$ cat src/rtl/pt_pkg.sv
package pt_pkg;
  localparam int unsigned PT_NUM_REGS    = 32;
  localparam int unsigned PT_NUM_ENTRIES = 4;
  localparam int unsigned PT_ADDR_W      = 32;
  localparam int unsigned PT_DATA_W      = 32;

  function automatic int unsigned pt_idx_w(input int unsigned n);
    return (n > 1) ? $clog2(n) : 1;
  endfunction
endpackage

$ cat src/rtl/pt_lowest.sv
module pt_lowest #(
  parameter int unsigned W  = 4,
  parameter int unsigned IW = 2
) (
  input  logic [W-1:0]  vec,
  output logic          found,
  output logic [IW-1:0] idx,
  output logic [W-1:0]  onehot
);
  always_comb begin
    found  = 1'b0;
    idx    = '0;
    onehot = '0;
    for (int i = W - 1; i >= 0; i--) begin
      if (vec[i]) begin
        found  = 1'b1;
        idx    = IW'(i);
        onehot = W'(1) << i;
      end
    end
  end
endmodule

$ cat src/rtl/pt_entry_array.sv
module pt_entry_array #(
  parameter int unsigned M      = 4,
  parameter int unsigned REG_W  = 5,
  parameter int unsigned ADDR_W = 32,
  parameter int unsigned IW     = 2
) (
  input  logic                    clk,
  input  logic                    rst,
  input  logic                    wr_en,
  input  logic [IW-1:0]           wr_idx,
  input  logic [REG_W-1:0]        wr_reg,
  input  logic [ADDR_W-1:0]       wr_addr,
  input  logic [M-1:0]            clr_vec,
  input  logic                    st_valid,
  input  logic [ADDR_W-1:0]       st_addr,
  input  logic [REG_W-1:0]        lk_reg,
  input  logic                    rel_valid,
  input  logic [REG_W-1:0]        rel_reg,
  output logic [M-1:0]            valid_vec,
  output logic [M-1:0][REG_W-1:0] reg_vec,
  output logic [M-1:0]            st_hit,
  output logic [M-1:0]            lk_hit,
  output logic [M-1:0]            rel_hit,
  output logic                    all_valid
);
  logic [M-1:0]             valid_q;
  logic [M-1:0][REG_W-1:0]  reg_q;
  logic [M-1:0][ADDR_W-1:0] addr_q;
  logic [M-1:0]             wr_oh;
  logic [M-1:0]             valid_d;
  logic                     all_q;

  always_comb begin
    wr_oh   = wr_en ? (M'(1) << wr_idx) : '0;
    valid_d = (valid_q & ~clr_vec) | wr_oh;
  end

  generate
    for (genvar e = 0; e < M; e++) begin : g_ent
      always_ff @(posedge clk) begin
        if (rst) begin
          valid_q[e] <= 1'b0;
          reg_q[e]   <= '0;
          addr_q[e]  <= '0;
        end else begin
          valid_q[e] <= valid_d[e];
          if (wr_oh[e]) begin
            reg_q[e]  <= wr_reg;
            addr_q[e] <= wr_addr;
          end
        end
      end
      assign st_hit[e]  = st_valid && valid_q[e] && (addr_q[e] == st_addr);
      assign lk_hit[e]  = valid_q[e] && (reg_q[e] == lk_reg);
      assign rel_hit[e] = rel_valid && valid_q[e] && (reg_q[e] == rel_reg);
    end
  endgenerate

  always_ff @(posedge clk) begin
    if (rst) all_q <= 1'b0;
    else     all_q <= &valid_d;
  end

  assign valid_vec = valid_q;
  assign reg_vec   = reg_q;
  assign all_valid = all_q;

  // Two valid entries must never protect the same register.
  logic dup_reg;
  always_comb begin
    dup_reg = 1'b0;
    for (int a = 0; a < M; a++)
      for (int b = a + 1; b < M; b++)
        if (valid_q[a] && valid_q[b] && reg_q[a] == reg_q[b]) dup_reg = 1'b1;
  end

  p_single_owner_r3: assert property (@(posedge clk) disable iff (rst)
    !dup_reg);

  // A fresh allocation must land on an entry that was free.
  p_alloc_to_free_r2: assert property (@(posedge clk) disable iff (rst)
    (wr_en && !(|lk_hit)) |-> !valid_q[wr_idx]);
endmodule

$ cat src/rtl/pt_patch_seq.sv
module pt_patch_seq #(
  parameter int unsigned M      = 4,
  parameter int unsigned REG_W  = 5,
  parameter int unsigned DATA_W = 32,
  parameter int unsigned IW     = 2
) (
  input  logic                    clk,
  input  logic                    rst,
  input  logic                    st_valid,
  input  logic [DATA_W-1:0]       st_data,
  input  logic [M-1:0]            st_hit,
  input  logic [M-1:0][REG_W-1:0] reg_vec,
  output logic                    patch_valid,
  output logic [REG_W-1:0]        patch_reg,
  output logic [DATA_W-1:0]       patch_data,
  output logic                    busy
);
  logic [M-1:0]        pending_q;
  logic                busy_q;
  logic                pv_q;
  logic [REG_W-1:0]    preg_q;
  logic [DATA_W-1:0]   pdata_q;
  logic [M-1:0]        src;
  logic                src_found;
  logic [IW-1:0]       src_idx;
  logic [M-1:0]        src_oh;
  logic [M-1:0]        rest;

  assign src  = busy_q ? pending_q : st_hit;
  assign rest = src & ~src_oh;

  pt_lowest #(.W(M), .IW(IW)) u_pick (
    .vec    (src),
    .found  (src_found),
    .idx    (src_idx),
    .onehot (src_oh)
  );

  always_ff @(posedge clk) begin
    if (rst) begin
      pending_q <= '0;
      busy_q    <= 1'b0;
      pv_q      <= 1'b0;
      preg_q    <= '0;
      pdata_q   <= '0;
    end else begin
      pending_q <= rest;
      busy_q    <= |rest;
      pv_q      <= src_found;
      if (src_found) preg_q <= reg_vec[src_idx];
      if (!busy_q)   pdata_q <= st_data;
    end
  end

  assign patch_valid = pv_q;
  assign patch_reg   = preg_q;
  assign patch_data  = pdata_q;
  assign busy        = busy_q;

  p_busy_has_patch_r7: assert property (@(posedge clk) disable iff (rst)
    busy_q |-> pv_q);

  p_store_held_off_r7: assert property (@(posedge clk) disable iff (rst)
    busy_q |-> !st_valid);

  p_drain_shrinks_r7: assert property (@(posedge clk) disable iff (rst)
    busy_q |=> ($countones(pending_q) < $past($countones(pending_q))));
endmodule

$ cat src/rtl/preload_tracker.sv
module preload_tracker
  import pt_pkg::*;
#(
  parameter int unsigned NUM_REGS    = PT_NUM_REGS,
  parameter int unsigned NUM_ENTRIES = PT_NUM_ENTRIES,
  parameter int unsigned ADDR_W      = PT_ADDR_W,
  parameter int unsigned DATA_W      = PT_DATA_W,
  localparam int unsigned REG_W      = pt_idx_w(NUM_REGS),
  localparam int unsigned IDX_W      = pt_idx_w(NUM_ENTRIES)
) (
  input  logic              clk,
  input  logic              rst,
  input  logic              alloc_valid,
  input  logic [REG_W-1:0]  alloc_reg,
  input  logic [ADDR_W-1:0] alloc_addr,
  input  logic              store_valid,
  input  logic [ADDR_W-1:0] store_addr,
  input  logic [DATA_W-1:0] store_data,
  input  logic              release_valid,
  input  logic [REG_W-1:0]  release_reg,
  output logic              full,
  output logic              busy,
  output logic              patch_valid,
  output logic [REG_W-1:0]  patch_reg,
  output logic [DATA_W-1:0] patch_data
);
  localparam int unsigned M = NUM_ENTRIES;

  logic [M-1:0]            valid_vec;
  logic [M-1:0][REG_W-1:0] reg_vec;
  logic [M-1:0]            st_hit;
  logic [M-1:0]            lk_hit;
  logic [M-1:0]            rel_hit;
  logic                    all_valid;

  logic             own_found;
  logic [IDX_W-1:0] own_idx;
  logic [M-1:0]     own_oh;
  logic             free_found;
  logic [IDX_W-1:0] free_idx;
  logic [M-1:0]     free_oh;

  logic             alloc_go;
  logic [IDX_W-1:0] wr_idx;
  logic [M-1:0]     wr_oh;
  logic [M-1:0]     clr_vec;

  pt_lowest #(.W(M), .IW(IDX_W)) u_own (
    .vec    (lk_hit),
    .found  (own_found),
    .idx    (own_idx),
    .onehot (own_oh)
  );

  pt_lowest #(.W(M), .IW(IDX_W)) u_free (
    .vec    (~valid_vec),
    .found  (free_found),
    .idx    (free_idx),
    .onehot (free_oh)
  );

  always_comb begin
    alloc_go = alloc_valid && (own_found || free_found);
    wr_idx   = own_found ? own_idx : free_idx;
    wr_oh    = alloc_go ? (own_found ? own_oh : free_oh) : '0;
    clr_vec  = rel_hit & ~wr_oh;
  end

  pt_entry_array #(.M(M), .REG_W(REG_W), .ADDR_W(ADDR_W), .IW(IDX_W)) u_entries (
    .clk       (clk),
    .rst       (rst),
    .wr_en     (alloc_go),
    .wr_idx    (wr_idx),
    .wr_reg    (alloc_reg),
    .wr_addr   (alloc_addr),
    .clr_vec   (clr_vec),
    .st_valid  (store_valid),
    .st_addr   (store_addr),
    .lk_reg    (alloc_reg),
    .rel_valid (release_valid),
    .rel_reg   (release_reg),
    .valid_vec (valid_vec),
    .reg_vec   (reg_vec),
    .st_hit    (st_hit),
    .lk_hit    (lk_hit),
    .rel_hit   (rel_hit),
    .all_valid (all_valid)
  );

  pt_patch_seq #(.M(M), .REG_W(REG_W), .DATA_W(DATA_W), .IW(IDX_W)) u_seq (
    .clk         (clk),
    .rst         (rst),
    .st_valid    (store_valid),
    .st_data     (store_data),
    .st_hit      (st_hit),
    .reg_vec     (reg_vec),
    .patch_valid (patch_valid),
    .patch_reg   (patch_reg),
    .patch_data  (patch_data),
    .busy        (busy)
  );

  assign full = all_valid;

  p_reset_quiet_r1: assert property (@(posedge clk)
    $past(rst) |-> (!full && !busy && !patch_valid));

  p_full_drops_new_r4: assert property (@(posedge clk) disable iff (rst)
    (full && alloc_valid && !own_found && !release_valid) |=> full);

  p_release_frees_r8: assert property (@(posedge clk) disable iff (rst)
    (release_valid && (|rel_hit) && !alloc_valid) |=> !full);
endmodule

$ cat config.mk
export PLATFORM = sky130hd
export DESIGN_NAME = preload_tracker
export DESIGN_NICKNAME = d
export VERILOG_FILES = /design/src/rtl/pt_pkg.sv /design/src/rtl/pt_lowest.sv /design/src/rtl/pt_entry_array.sv /design/src/rtl/pt_patch_seq.sv /design/src/rtl/preload_tracker.sv
export SDC_FILE = /design/constraint.sdc
export NUM_CORES = 1
export LEC_CHECK = 0
export BUFFER_PORTS_ARGS = -buffer_cell sky130_fd_sc_hd__buf_2
export CAP_MARGIN = 25
export CORE_MARGIN = 3
export CORE_UTILIZATION = 60
export CTS_BUF_LIST = sky130_fd_sc_hd__clkbuf_8
export CTS_CLUSTER_SIZE = 8
export DETAILED_ROUTE_END_ITERATION = 16
export PLACE_DENSITY = 0.95
export SETUP_SLACK_MARGIN = 0.2
export SLEW_MARGIN = 5
export SYNTH_ARGS = -nofsm -noshare
export SYNTH_HDL_FRONTEND = slang
export SYNTH_SLANG_ARGS = --single-unit
$ cat constraint.sdc
create_clock -name clk -period 5.1 [get_ports clk]
set_input_delay 0.255 -clock clk [delete_from_list [all_inputs] [get_ports clk]]
set_output_delay 0.255 -clock clk [all_outputs]
set_load 0.05 [all_outputs]
[Word level (Yosys, flattened, before mapping)]
Index checks and enable logic that the tools add are counted.
Operators by class
  mux-type cells: 43
  equality and inequality tests: 12
  $add $sub $neg: 0
  reduce and logical (&&, ||, !) cells: 24
  shifts and indexed selects: 1
  bitwise logic cells: 8
  order comparisons: 1
  div/mod/pow operators: 0
  multiply operators: 0
Operator list (number)
  32-bit == test: 4
  4-bit 2-to-1 mux: 16
  5-bit == test: 8
  2-bit 2-to-1 mux: 13
  1-bit logical AND: 21
  4-bit NOT: 4
  4-bit bitwise AND: 3
  1-bit 2-to-1 mux: 12
  5-bit binary-select mux with 2-bit select: 1
  5-bit 2-to-1 mux: 1
  4-bit OR: 1
  4-bit AND reduction: 1
  4-bit OR reduction: 1
  1-bit by 2-bit << shifter with 4-bit output, first input constant: 1
  2-bit by 3-bit less-than comparator with 1-bit output, second input constant: 1
  1-bit logical OR: 1
Word-level totals
  register bits: 196
  memories: 0
  input port bits: 111
  word-level logic and storage cells: 107
  memory bits (writable): 0
  bits in latches: 0
  bits in read-only memories: 0
  output and inout bits: 40

[Longest topological paths before layout]
  depth in word-level cells: 15
  depth in mapped cells: 12
  gate-level depth less buffers: 8

[Hierarchy]
From an unflattened synthesis, not the netlist that was laid out.
Second synthesis, totals
  cells, all modules: 1117
  area, all modules: 9283.9 µm²
By module, submodules not included
  pt_entry_array: area each 7310.8 µm², cells each 916, sequential area each 3062.9 µm², instances 1
  pt_patch_seq: area each 1647.8 µm², cells each 147, sequential area each 860.8 µm², instances 1
  pt_lowest: area each 61.3 µm², cells each 11, sequential area each 0.0 µm², instances 3
  preload_tracker: area each 141.4 µm², cells each 21, sequential area each 0.0 µm², instances 1

[Worst setup path after synthesis]
OpenSTA, ideal clock, no wires.
  path type: register to register
  from: reg u_seq.busy_q (netlist: u_seq.busy)
  to: reg u_seq.preg_q[3] (netlist: u_seq.patch_reg[3])
  required time: 4.978 ns
  library setup time: 0.122 ns
  arrival: 2.590 ns
  period minus slack after synthesis: 2.711 ns
  cell stages (with the launch flop): 10
  buffers on the path: 1
  path slack: 2.389 ns
  cells stage by stage: dfxtp_1 buf_2 nor2b_1 nand3_1 nor4_1 a31oi_4 and2_4 o21ai_4 mux2_4 a221o_1
On the way
  longest elaborated chain between the ends: 7
  elaborated cells between the ends (all ways): 11
  classes of those cells: 11 x mux
RTL lines
  start, declared: line pt_patch_seq.sv:19  | logic busy_q;
  start signal, assigned: line pt_patch_seq.sv:48  | busy_q <= |rest;
  4-bit 2-to-1 mux (*): line pt_patch_seq.sv:29  | assign src = busy_q ? pending_q : st_hit;
  2-bit 2-to-1 mux (4 in a row): line pt_lowest.sv:15  | if (vec[i]) begin
  5-bit binary-select mux with 2-bit select: line pt_patch_seq.sv:50  | if (src_found) preg_q <= reg_vec[src_idx];
  5-bit 2-to-1 mux (implied by the code): line pt_patch_seq.sv:50
  end signal, assigned: line pt_patch_seq.sv:50
  end, declared: line pt_patch_seq.sv:21  | logic [REG_W-1:0] preg_q;
Every way passes the cells marked *; elsewhere a longest branch is shown, timed or not. The select of a mux whose other input is x is not followed.
A chain may end at the register's enable or synchronous reset.

[Final worst setup path]
  from: reg u_entries.reg_q (netlist bit u_entries.reg_vec[12])
  to: reg u_entries.addr_q[30] (netlist bit)
On the way
  longest elaborated chain between the ends: 8
  elaborated cells between the ends (all ways): 13
  classes of those cells: 1 x eq/ne; 1 x shift; 8 x mux; 3 x reduce/logical
RTL lines
  start, declared: line pt_entry_array.sv:27  | logic [M-1:0][REG_W-1:0] reg_q;
  start signal, assigned by index: line pt_entry_array.sv:48  | reg_q[e] <= wr_reg;
  5-bit == test (*): line pt_entry_array.sv:54  | assign lk_hit[e] = valid_q[e] && (reg_q[e] == lk_reg);
  1-bit logical AND (*): line pt_entry_array.sv:54
  2-bit 2-to-1 mux or 1-bit 2-to-1 mux (tied branches) (3 in a row): line pt_lowest.sv:15
  2-bit 2-to-1 mux or 1-bit logical OR (tied branches): line preload_tracker.sv:64, preload_tracker.sv:63
  1-bit by 2-bit << shifter with 4-bit output or 1-bit logical AND (tied branches): line pt_entry_array.sv:34, preload_tracker.sv:63
  4-bit 2-to-1 mux (*): line pt_entry_array.sv:34  | wr_oh = wr_en ? (M'(1) << wr_idx) : '0;
  end signal, assigned by index: line pt_entry_array.sv:49  | addr_q[e] <= wr_addr;
  end, declared: line pt_entry_array.sv:28  | logic [M-1:0][ADDR_W-1:0] addr_q;
Every way passes the cells marked *; elsewhere a longest branch is shown, timed or not.

==> results by group <==
Worst hold path
  – Hold path cells: 3
  – HP Start: store_data[6]
  – Worst hold endpoint: u_seq.patch_data[6]
  – Min-Delay Path Class: in -> reg

Final layout
  – Most common cell after layout, fill and taps aside: dfxtp_1
  – Max FFs per register: 128
  – FILL cells: 1,027
  – Share of cells above drive strength 1: 0.205
  – Multi-input gate area: 5040 µm²
  – Area Overhead vs Synth: 12.9%
  – Top reg by flops: u_entries.addr_q
  – Most frequent cells in the layout: 194 x dfxtp_1, 187 x nor2_1, 180 x mux2i_1
  – Final #Nets: 1,164
  – Fin area: 10,500 µm²
  – Post-layout util: 0.706
  – Sequential cell area: 3910 µm²

Worst setup path
  – Worst Path Required: 5.43 ns
  – Worst R2R End: u_entries.addr_q[30]
  – Critical Path End Type: register
  – CP Max Fanout: 22
  – Worst setup path class: reg -> reg
  – Reg-to-reg setup timing slack: 1.82 ns
  – CP arrival: 3.61 ns
  – CP Launch Type: register
  – Slowest stage delay, CP: 0.71 ns
  – Worst R2R Path Depth: 9
  – CP cell instances: xor2_1 > nor4_1 > and3_1 > a211oi_1 > o31ai_1 > nand2b_2 > buf_4 > mux2i_1 > nor2_1
  – Critical-path top delay cell: nand2b_2
  – Crit Reg-Reg Startpoint: u_entries.reg_vec[12]

Timing
  – Worst hold slack: 0.0246 ns
  – Clk_skew: 0.0133 ns
  – Setup TNS Final: 0 ns
  – Final worst path period share: 0.643
  – F_max: 305 MHz
  – Max_slew headroom: 0.447
  – Fin crit period: 3.28 ns
  – Max-slew violation count: 0
  – Worst slew pin tran: 0.827 ns
  – RSZ-0062 raised after global routing: false
  – Setup violations, final: 0
  – Final Hold Fails: 0

Synthesis
  – Seq/Total Area, Yosys: 0.421
  – Synthesized area: 9260 µm²
  – Syn nets: 1,038
  – Average size of a mapped cell: 9.99 µm²
  – Synth unique cells: 53
  – #FFs+latches synth: 195
  – Synth warn: 0
  – Post-synthesis instance total: 927

Die
  – Die width: 130 µm
  – I/O Pins: 151
  – Die Ht: 130 µm
  – Core Area: 14,800 µm²
  – Die ar.: 17,000 µm²
  – Num rows: 44
  – Initial Util: 0.626

Route
  – DRT Wirelength: 24,700 µm
  – First-pass DRT Iterations: 5
  – Vias: 7,316
  – Initial DRC count: 814
  – Avg WL per Cell: 19.8 µm
  – Antenna Nets Post-Route: 0
  – Residual DRC: 0
  – Vias/cell: 5.85

Clock network
  – Later-pin clock latency in the skew report: 0.46 ns
  – Total CTS buffers: 17
  – CTS max path bufs: 2
  – Worst-path clk slew: 0.10 ns
  – CTS tree: yes
  – Root Driver: clkbuf_8
  – Clock Sinks: 195
  – Post-cts sizing count: 0
  – H-Tree Depth: 4

Global routing
  – Largest net degree at the start of global routing: 76
  – GR Overflow Total: 0
  – First-pass GRT wire length: 38,300 µm
  – Number of global-route vias before repair: 7,176
  – GRT Util Overall: 0.292
  – Initial antenna violation count: 1

Placement
  – DP HPWL: 17,600 µm
  – Gpl congestion: 0.946
  – DP Area: 10000 µm²
  – IO Port Bufs: 150

Power
  – Switching pwr: 0.000878 W
  – Sequential fraction of design power: 0.513
  – Clock network power share: 0.339
  – Switching portion of total power: 0.278
  – Maximum vdd drop: 0.263 mV
  – Internal power: 0.00228 W
  – Combinational share of power: 0.149
  – Pwr per Cell Area: 302 nW/µm²
  – Pleak: 4.69 nW

Run status
  – Status: finished clean

Job
  – Max_cap viols: 0
==> metal layers <==
layer  share of wire  wire [µm]  GRT usage
met1            0.42      10300      0.387
met2            0.47      11500      0.458
met3           0.073       1820     0.0618
met4           0.042       1040      0.135
met5               0          0          0
==> layout make-up <==
type                    count  area share
flip-flops and latches    195       0.373
clock buffers              20      0.0263
well taps                 184      0.0220
clock inverters            12      0.0146
multi-input cells         675       0.482
inverters                   4     0.00144
diodes                      1    0.000239
repair buffers            160      0.0799
==> cell families after synthesis <==
| family | Yosys count | synth area share |
|---|---|---|
| multiplexers | 190 | 0.211 |
| AO/OA/AOI/OAI | 25 | 0.0240 |
| XOR/XNOR | 168 | 0.159 |
| adder cells (fa/ha/maj) | 1 | 0.00108 |
| buffers and inverters | 57 | 0.0359 |
| flip-flops | 195 | 0.421 |
| AND/OR/NAND/NOR | 291 | 0.148 |
==> per-stage QoR <==
stage,cells,setup WS [ns],total power [W]
floorplan,927,2.39,0.00195
global placement,1215,1.95,0.00210
detailed placement,1215,1.87,0.00211
CTS,1250,1.88,0.00316
global route,1251,1.63,0.00326
finish,1251,1.82,0.00316
==> cells in the mapped netlist, drive strengths merged <==
cell type / n / share of area
dfxtp: 195 / 0.42
nor2: 189 / 0.077
mux2i: 180 / 0.19
xor2: 95 / 0.090
xnor2: 73 / 0.069
nor4: 28 / 0.021
clkbuf: 27 / 0.011
buf: 26 / 0.023
nand4: 23 / 0.016
mux2: 10 / 0.016
nand2: 10 / 0.0043
and3: 9 / 0.0063
and2: 8 / 0.0057
nand3: 7 / 0.0038
a221o: 5 / 0.0054
o21ai: 5 / 0.0039
a21oi: 4 / 0.0022
inv: 4 / 0.0016
nor3: 4 / 0.0022
or2: 3 / 0.0020
or3b: 3 / 0.0028
a211oi: 2 / 0.0016
nor2b: 2 / 0.0016
o31ai: 2 / 0.0031
a21boi: 1 / 0.00081
a22oi: 1 / 0.00081
a311oi: 1 / 0.00095
a31oi: 1 / 0.0023
a32o: 1 / 0.0011
and3b: 1 / 0.00095
maj3: 1 / 0.0011
nand2b: 1 / 0.00068
nand4b: 1 / 0.00095
nor4b: 1 / 0.00095
o2111ai: 1 / 0.00095
o31a: 1 / 0.00095
or4: 1 / 0.0012
==> repair_timing <==
action                     in CTS  in global routing
buffers inserted                0                  0
hold buffers                    3                  0
setup endpoints to repair       0                  0
hold endpoints to repair        3                  0
==> worst max path at each step <==
stage	cells past startpoint	startpoint	slack [ns]	end
global placement	10	alloc_reg[2]	1.95	u_entries.addr_q[13]
CTS	9	u_entries.reg_vec[12]	1.88	u_entries.addr_q[15]
detailed placement	10	alloc_reg[2]	1.87	u_entries.addr_q[19]
global route	9	u_entries.reg_vec[12]	1.63	u_entries.addr_q[30]
floorplan	9	u_seq.busy	2.39	u_seq.patch_reg[3]
finish	9	u_entries.reg_vec[12]	1.82	u_entries.addr_q[30]
==> power by group through the flow <==
stage | clock network [W] | logic, W | registers (W)
global placement | 0 | 0.000446 | 0.00165
detailed placement | 0 | 0.000454 | 0.00165
floorplan | 0 | 0.000264 | 0.00169
finish | 0.00107 | 0.000470 | 0.00162
CTS | 0.00108 | 0.000463 | 0.00162
global route | 0.00113 | 0.000502 | 0.00163
==> critical path: cells and delay by family (launching register included) <==
kind	cells	cell delay, ns
AOI/OAI and AO/OA	2	0.46
xor gates and xnor gates	1	0.19
buffers and inverters	1	0.45
DFF	1	0.37
muxes	1	0.27
and+or+nand+nor	4	1.40
No activity file was read; power rests on OpenSTA's default activity.
